$ cat src/rtl/sfd_pkg.sv
package sfd_pkg;

   typedef enum logic [1:0] {
      FT_OVER   = 2'b00,
      FT_UNDER  = 2'b01,
      FT_WINDOW = 2'b10,
      FT_BAD    = 2'b11
   } ftype_e;

   localparam logic [2:0] A_OV_THR = 3'd0;
   localparam logic [2:0] A_OV_HY  = 3'd1;
   localparam logic [2:0] A_UV_THR = 3'd2;
   localparam logic [2:0] A_UV_HY  = 3'd3;
   localparam logic [2:0] A_SEL    = 3'd4;

   localparam int unsigned MAX_DLY_US = 100;

   function automatic int unsigned dly_us(input logic [2:0] code);
      case (code)
         3'd0:    return 0;
         3'd1:    return 5;
         3'd2:    return 10;
         3'd3:    return 20;
         3'd4:    return 30;
         3'd5:    return 50;
         3'd6:    return 75;
         default: return 100;
      endcase
   endfunction

endpackage

$ cat src/rtl/sfd_regs.sv
module sfd_regs
   import sfd_pkg::*;
#(
   parameter int SMP_W = 8,
   parameter int HY_W  = 5,
   parameter int AW    = 3
) (
   input  logic             clk,
   input  logic             rst_n,
   input  logic             wr_en,
   input  logic [AW-1:0]    addr,
   input  logic [7:0]       wdata,
   output logic [7:0]       rdata,
   output logic [SMP_W-1:0] ov_thr,
   output logic [HY_W-1:0]  ov_hy,
   output logic [SMP_W-1:0] uv_thr,
   output logic [HY_W-1:0]  uv_hy,
   output logic             neg_pol,
   output logic [2:0]       gf_code,
   output logic             rsel,
   output ftype_e           ftype
);

   localparam int PADH = 8 - HY_W;

   always_ff @(posedge clk) begin
      if (!rst_n) begin
         ov_thr  <= '1;
         ov_hy   <= '0;
         uv_thr  <= '0;
         uv_hy   <= '0;
         neg_pol <= 1'b0;
         gf_code <= '0;
         rsel    <= 1'b0;
         ftype   <= FT_OVER;
      end else if (wr_en) begin
         case (addr)
            AW'(A_OV_THR): ov_thr <= wdata[SMP_W-1:0];
            AW'(A_OV_HY):  ov_hy  <= wdata[HY_W-1:0];
            AW'(A_UV_THR): uv_thr <= wdata[SMP_W-1:0];
            AW'(A_UV_HY):  uv_hy  <= wdata[HY_W-1:0];
            AW'(A_SEL): begin
               neg_pol <= wdata[7];
               gf_code <= wdata[6:4];
               rsel    <= wdata[2];
               ftype   <= ftype_e'(wdata[1:0]);
            end
            default: ;
         endcase
      end
   end

   always_comb begin
      case (addr)
         AW'(A_OV_THR): rdata = ov_thr;
         AW'(A_OV_HY):  rdata = {{PADH{1'b0}}, ov_hy};
         AW'(A_UV_THR): rdata = uv_thr;
         AW'(A_UV_HY):  rdata = {{PADH{1'b0}}, uv_hy};
         AW'(A_SEL):    rdata = {neg_pol, gf_code, 1'b0, rsel, ftype};
         default:       rdata = 8'h00;
      endcase
   end

endmodule

$ cat src/rtl/sfd_thresh.sv
module sfd_thresh #(
   parameter int W     = 8,
   parameter int HY_W  = 5,
   parameter bit ABOVE = 1'b1
) (
   input  logic          clk,
   input  logic          rst_n,
   input  logic          vld,
   input  logic [W-1:0]  code,
   input  logic [W-1:0]  thr,
   input  logic [HY_W-1:0] hy,
   output logic          flag
);

   localparam int PAD = W - HY_W;

   logic [W-1:0] hy_ext;
   logic         trip;
   logic         rel;
   logic [W-1:0] rel_lvl;

   assign hy_ext = {{PAD{1'b0}}, hy};

   generate
      if (ABOVE) begin : g_upper
         assign rel_lvl = (thr > hy_ext) ? (thr - hy_ext) : '0;
         assign trip    = code > thr;
         assign rel     = code < rel_lvl;
      end else begin : g_lower
         logic [W:0] sum;
         assign sum     = {1'b0, thr} + {1'b0, hy_ext};
         assign rel_lvl = sum[W] ? '1 : sum[W-1:0];
         assign trip    = code < thr;
         assign rel     = code > rel_lvl;
      end
   endgenerate

   always_ff @(posedge clk) begin
      if (!rst_n) begin
         flag <= 1'b0;
      end else if (vld) begin
         if (!flag && trip)
            flag <= 1'b1;
         else if (flag && rel)
            flag <= 1'b0;
      end
   end


   flag_set_chk: assert property (@(posedge clk) disable iff (!rst_n)
      $rose(flag) |-> $past(vld));


   flag_clr_chk: assert property (@(posedge clk) disable iff (!rst_n)
      $fell(flag) |-> $past(vld));

endmodule

$ cat src/rtl/sfd_qual.sv
module sfd_qual
   import sfd_pkg::*;
#(
   parameter int CLK_PER_US = 250
) (
   input  logic       clk,
   input  logic       rst_n,
   input  logic       raw,
   input  logic [2:0] gf_code,
   output logic       qual
);

   localparam int unsigned MAXC = MAX_DLY_US * CLK_PER_US;
   localparam int          CW   = $clog2(MAXC + 1);

   logic [CW-1:0] cnt;
   logic [CW-1:0] lim;

   assign lim = CW'(dly_us(gf_code) * CLK_PER_US);

   always_ff @(posedge clk) begin
      if (!rst_n) begin
         cnt <= '0;
      end else if (!raw) begin
         cnt <= '0;
      end else if (cnt != CW'(MAXC)) begin
         cnt <= cnt + 1'b1;
      end
   end

   assign qual = raw && (cnt >= lim);


   qual_rise_chk: assert property (@(posedge clk) disable iff (!rst_n)
      ($rose(qual) && (gf_code != 3'd0)) |-> $past(raw));

endmodule

$ cat src/rtl/sfd_supervisor.sv
module sfd_supervisor
   import sfd_pkg::*;
#(
   parameter int SMP_W      = 8,
   parameter int HY_W       = 5,
   parameter int AW         = 3,
   parameter int CLK_PER_US = 250
) (
   input  logic             clk,
   input  logic             rst_n,
   input  logic             cfg_wr,
   input  logic [AW-1:0]    cfg_addr,
   input  logic [7:0]       cfg_wdata,
   output logic [7:0]       cfg_rdata,
   input  logic             smp_vld,
   input  logic [SMP_W-1:0] smp_code,
   output logic             range_hi,
   output logic             fault_out
);

   generate
      if (SMP_W != 8) begin : g_bad_w
         $error("SMP_W must be 8 for byte-wide registers");
      end
      if (HY_W < 1 || HY_W >= SMP_W) begin : g_bad_hy
         $error("HY_W must lie between 1 and SMP_W-1");
      end
      if (AW < 3) begin : g_bad_aw
         $error("AW must reach address 4");
      end
      if (CLK_PER_US < 1) begin : g_bad_clk
         $error("CLK_PER_US must be at least 1");
      end
   endgenerate

   logic [SMP_W-1:0] ov_thr, uv_thr;
   logic [HY_W-1:0]  ov_hy, uv_hy;
   logic             neg_pol, rsel;
   logic [2:0]       gf_code;
   ftype_e           ftype;
   logic             ov_flag, uv_flag;
   logic             raw;

   sfd_regs #(.SMP_W(SMP_W), .HY_W(HY_W), .AW(AW)) u_regs (
      .clk     (clk),
      .rst_n   (rst_n),
      .wr_en   (cfg_wr),
      .addr    (cfg_addr),
      .wdata   (cfg_wdata),
      .rdata   (cfg_rdata),
      .ov_thr  (ov_thr),
      .ov_hy   (ov_hy),
      .uv_thr  (uv_thr),
      .uv_hy   (uv_hy),
      .neg_pol (neg_pol),
      .gf_code (gf_code),
      .rsel    (rsel),
      .ftype   (ftype)
   );

   sfd_thresh #(.W(SMP_W), .HY_W(HY_W), .ABOVE(1'b1)) u_over (
      .clk   (clk),
      .rst_n (rst_n),
      .vld   (smp_vld),
      .code  (smp_code),
      .thr   (ov_thr),
      .hy    (ov_hy),
      .flag  (ov_flag)
   );

   sfd_thresh #(.W(SMP_W), .HY_W(HY_W), .ABOVE(1'b0)) u_under (
      .clk   (clk),
      .rst_n (rst_n),
      .vld   (smp_vld),
      .code  (smp_code),
      .thr   (uv_thr),
      .hy    (uv_hy),
      .flag  (uv_flag)
   );

   always_comb begin
      case (ftype)
         FT_OVER:   raw = ov_flag;
         FT_UNDER:  raw = uv_flag;
         FT_WINDOW: raw = ov_flag | uv_flag;
         default:   raw = 1'b0;
      endcase
   end

   sfd_qual #(.CLK_PER_US(CLK_PER_US)) u_qual (
      .clk     (clk),
      .rst_n   (rst_n),
      .raw     (raw),
      .gf_code (gf_code),
      .qual    (fault_out)
   );

   assign range_hi = rsel & ~neg_pol;


   bad_type_chk: assert property (@(posedge clk) disable iff (!rst_n)
      (ftype == FT_BAD) |-> !fault_out);

endmodule

$ cat config.mk
export PLATFORM = sky130hd
export DESIGN_NAME = sfd_supervisor
export DESIGN_NICKNAME = d
export VERILOG_FILES = /design/src/rtl/sfd_pkg.sv /design/src/rtl/sfd_regs.sv /design/src/rtl/sfd_thresh.sv /design/src/rtl/sfd_qual.sv /design/src/rtl/sfd_supervisor.sv
export SDC_FILE = /design/constraint.sdc
export NUM_CORES = 1
export LEC_CHECK = 0
export BUFFER_PORTS_ARGS = -buffer_cell sky130_fd_sc_hd__buf_2
export CAP_MARGIN = 20
export CORE_MARGIN = 2
export CORE_UTILIZATION = 65
export DETAILED_ROUTE_END_ITERATION = 6
export PLACE_DENSITY_LB_ADDON = 0.1
export REMOVE_ABC_BUFFERS = 1
export SLEW_MARGIN = 20
export SYNTH_ARGS = -nofsm -noshare
export SYNTH_HDL_FRONTEND = slang
export SYNTH_SLANG_ARGS = --single-unit
$ cat constraint.sdc
create_clock -name clk -period 15.86 [get_ports clk]
set_input_delay 2.379 -clock clk [delete_from_list [all_inputs] [get_ports clk]]
set_output_delay 2.379 -clock clk [all_outputs]
set_load 0.03 [all_outputs]
==> key figures <==
Drt
  • Residual DRC: 0
  • Pre-antenna DRT Iters: 6
  • Drt wl/cell: 16.08 um
  • Detail Route Antenna Nets: 0
  • Routed vias: 4338
  • DRT iter0 DRCs: 170
  • Routed wire length: 11.71 mm
  • Drt via density: 5.959

Layout
  • Design Area, Final: 5268 um2
  • Layout cell share with drive strength beyond 1: 8.426%
  • Fillers: 585
  • # nets final: 748
  • P&R area growth vs syn: 5.939%
  • Antenna cells: 0
  • Fin util: 71.86%

Pwr
  • Final Power: 275.2 uW
  • PwrDens: roughly 52 nW/um2
  • VDD IR max: 0.04360 mV
  • Leakage: 0.002400 uW

Worst setup path
  • Top delay family on crit path: adder cells
  • WP data required: around 13 ns
  • CP startpoint kind: flip-flop
  • Max FO, Critical Path: 12
  • CP max stage delay: 0.56 ns
  • Critical R2R Launch: u_regs.ov_thr[0]$_SDFFE_PN1P_
  • R2r worst-path depth: 15
  • Worst EP arrival: between 6 and 7 ns
  • Critical path class: reg -> out
  • Critical path cell sequence: nand2b_1 -> inv_1 -> nand2_1 -> ha_1 -> nand2_1 -> a21oi_1 -> or2_2 -> inv_1 -> fa_1 -> inv_1 -> fa_1 -> inv_1 -> fa_1 -> ha_1 -> ha_1 -> nand3_1 -> o211ai_1 -> o41ai_1 -> xnor2_1 -> ha_1 -> nand3_1 -> or4_1 -> a31oi_1 -> buf_2
  • Crit-path slowest cell: dfxtp_1
  • Reg2reg setup slack: 12.28 ns
  • CP Capture Type: output pin
  • End of the worst register-to-register path: u_over.flag$_SDFFE_PN0P_
  • Worst path buffer plus inverter count: 5

Floorplanning
  • Die width: between 90 and 100 um
  • Initial Util: approximately two thirds
  • Core Area: approximately 7300 um2
  • Core Rows: 31
  • Die footprint: 8365 um2
  • Die Y: 91.46 um
  • I/O Pins: 33

Timing
  • Worst Skew: 0.006706 ns
  • Slew HR: 57.77%
  • Final period util: 54.21%
  • RSZ-0062 raised after global routing: no
  • Setup TNS: 0 ns
  • Achievable frequency: 0.1163 GHz
  • Final max-slew violation count: 0
  • Min cycle time layout: 8.598 ns
  • Fin. Hold Viols: 0
  • Setup violators final: 0
  • Worst-margin pin slew: between 0.6 and 0.7 ns
  • PnR worst setup slack: 7.262 ns

Outcome
  • Status: completed

Yosys
  • Main area contributors after synthesis: ha_1, dfxtp_1, fa_1, inv_1, nand2_1
  • #FFs+latches synth: 50
  • Number of synthesized flops with an enable pin: 0
  • Synth Flop Type: dfxtp_1
  • Top-count cell post-synth: ha_1
  • Yosys top cell by area: ha_1
  • Post-Syn Instances: 609
  • Synth Warn #: 0
  • Mapped Area: 4972 um2
  • Synth cell types: 58
  • Ys async rst share: 0%
  • Syn_area_per_cell: a little over 8 um2
  • Commonest cells in the netlist: ha_1, inv_1, nand2_1
  • Yosys top cell area share: 21.14%
  • Register area share after synthesis: 20.13%

Placed design
  • Port bufs: 32
  • Post-place setup slack: ~7.6 ns
  • Routability congestion estimate: 0.8641
  • Detailed placer's ending HPWL: 9.333 mm
  • Placed Area: slightly above 5000 um2

Hold path
  • Worst Hold Launch: u_regs.uv_thr[4]$_SDFFE_PN0P_
  • Hold Path Sink: u_regs.uv_thr[4]$_SDFFE_PN0P_
  • Hold path depth: 2
  • HP Class: reg -> reg

GRT
  • GRT Total Usage: between 20 and 30%
  • Initial antenna violation count: 0
  • Vias in the first global route: 4225
  • First-pass GRT wire length: 19.27 mm
  • GRT overflow: 0
  • Largest net degree at the start of global routing: 39

CTS
  • Clk sinks: 50
  • CTS tree: built
  • Bufs on Longest Clock Path: 2
  • Post-CTS sizing: 0
  • H-tree depth: 2
  • TritonCTS buffer count: 5
  • Postcts setup bufs: 0
  • Skew-Pair Late Insertion Delay: 0.31 ns
  • Cts hold-fix bufs: 0
  • Root Driver: clkbuf_8
  • Clk slew on worst S/H paths: roughly 0.11 ns

Job
  • Max cap viols: 0
==> tightest hold or removal path: stages, from the launching register on <==
cell      delay (ns)
dfxtp_1         0.35
nand2_1         0.05
a21boi_0        0.06
==> per-stage QoR <==
stage               hold WS [ns]  cells
finish                    0.5056    728
floorplan                 0.4603    589
CTS                       0.5070    728
global route              0.5200    728
detailed placement        0.4898    720
global placement          0.4795    720
==> report_power, final <==
group          total [uW]  internal [uW]  leakage [uW]  switching, uW
sequential            131            128      0.000405           3.12
combinational        61.0           25.1       0.00195           35.9
clock                83.2           32.9     0.0000502           50.3
total                 275            186       0.00240           89.3
==> state kept, by name, summed over array words and instances (netlist names) <==
name,flops
u_over.flag,1
u_qual.cnt,15
u_regs.ftype,2
u_regs.gf_code,3
u_regs.neg_pol,1
u_regs.ov_hy,5
u_regs.ov_thr,8
u_regs.rsel,1
u_regs.uv_hy,5
u_regs.uv_thr,8
u_under.flag,1
==> final cells by class <==
cell class | instances | area, um2 | share of cell area, %
multi-input combinational | 476 | 3649 | 69.26
inverter | 63 | 236.5 | 4.489
tap | 99 | 123.9 | 2.352
clock inverter | 3 | 28.78 | 0.5463
sequential | 50 | 1001 | 19.00
clock buffer | 5 | 68.82 | 1.306
timing repair buffer | 32 | 160.2 | 3.040
==> placed cells by master, fill, tap and decap left out, types with 3 or more instances in the layout <==
| cell type | instances |
|---|---|
| clkbuf_8 | 5 |
| a22oi_1 | 7 |
| o31ai_1 | 3 |
| o211ai_1 | 12 |
| xor2_1 | 15 |
| a21oi_1 | 26 |
| fa_1 | 13 |
| and3_1 | 3 |
| ha_1 | 84 |
| a31oi_1 | 4 |
| buf_2 | 32 |
| nor3_1 | 9 |
| mux2i_1 | 19 |
| nand2_1 | 62 |
| dfxtp_1 | 50 |
| nor2b_1 | 32 |
| xnor2_1 | 17 |
| or2_2 | 3 |
| nand2b_1 | 9 |
| a21boi_0 | 8 |
| nor2_1 | 45 |
| nand4_1 | 9 |
| and2_1 | 3 |
| nand3_1 | 16 |
| o21a_1 | 5 |
| inv_1 | 63 |
| o22ai_1 | 7 |
| o21ai_0 | 25 |
| a21o_1 | 7 |
==> worst max-delay path by stage <==
stage / slack [ns] / from / cells past startpoint / to
2_1_floorplan: 7.89 / u_regs.gf_code[0]$_SDFFE_PN0P_ / 23 / fault_out
3_3_place_gp: 7.86 / u_regs.gf_code[0]$_SDFFE_PN0P_ / 24 / fault_out
3_5_place_dp: 7.63 / u_regs.gf_code[0]$_SDFFE_PN0P_ / 24 / fault_out
4_1_cts: 7.31 / u_regs.gf_code[0]$_SDFFE_PN0P_ / 24 / fault_out
5_1_grt: 6.90 / u_regs.gf_code[0]$_SDFFE_PN0P_ / 24 / fault_out
6_report: 7.26 / u_regs.gf_code[0]$_SDFFE_PN0P_ / 24 / fault_out
==> per-layer routing <==
metal	vias up	part of all wire (%)	GRT usage [%]
li1	2150	-	-
met1	2047	42	32.32
met2	110	52	53.86
met3	31	3.4	3.237
met4	0	3.3	9.596
met5	-	0	0
==> cell families after synthesis <==
kind of cell	after synthesis	share of synthesized area, %
simple gates	203	20.08
compound gates	123	16.56
fa+ha+maj	97	26.37
buf+inv	83	6.492
flops	50	20.13
xor+xnor	32	5.637
mux	21	4.731
Note: power is estimated with default switching activity, not from simulation.
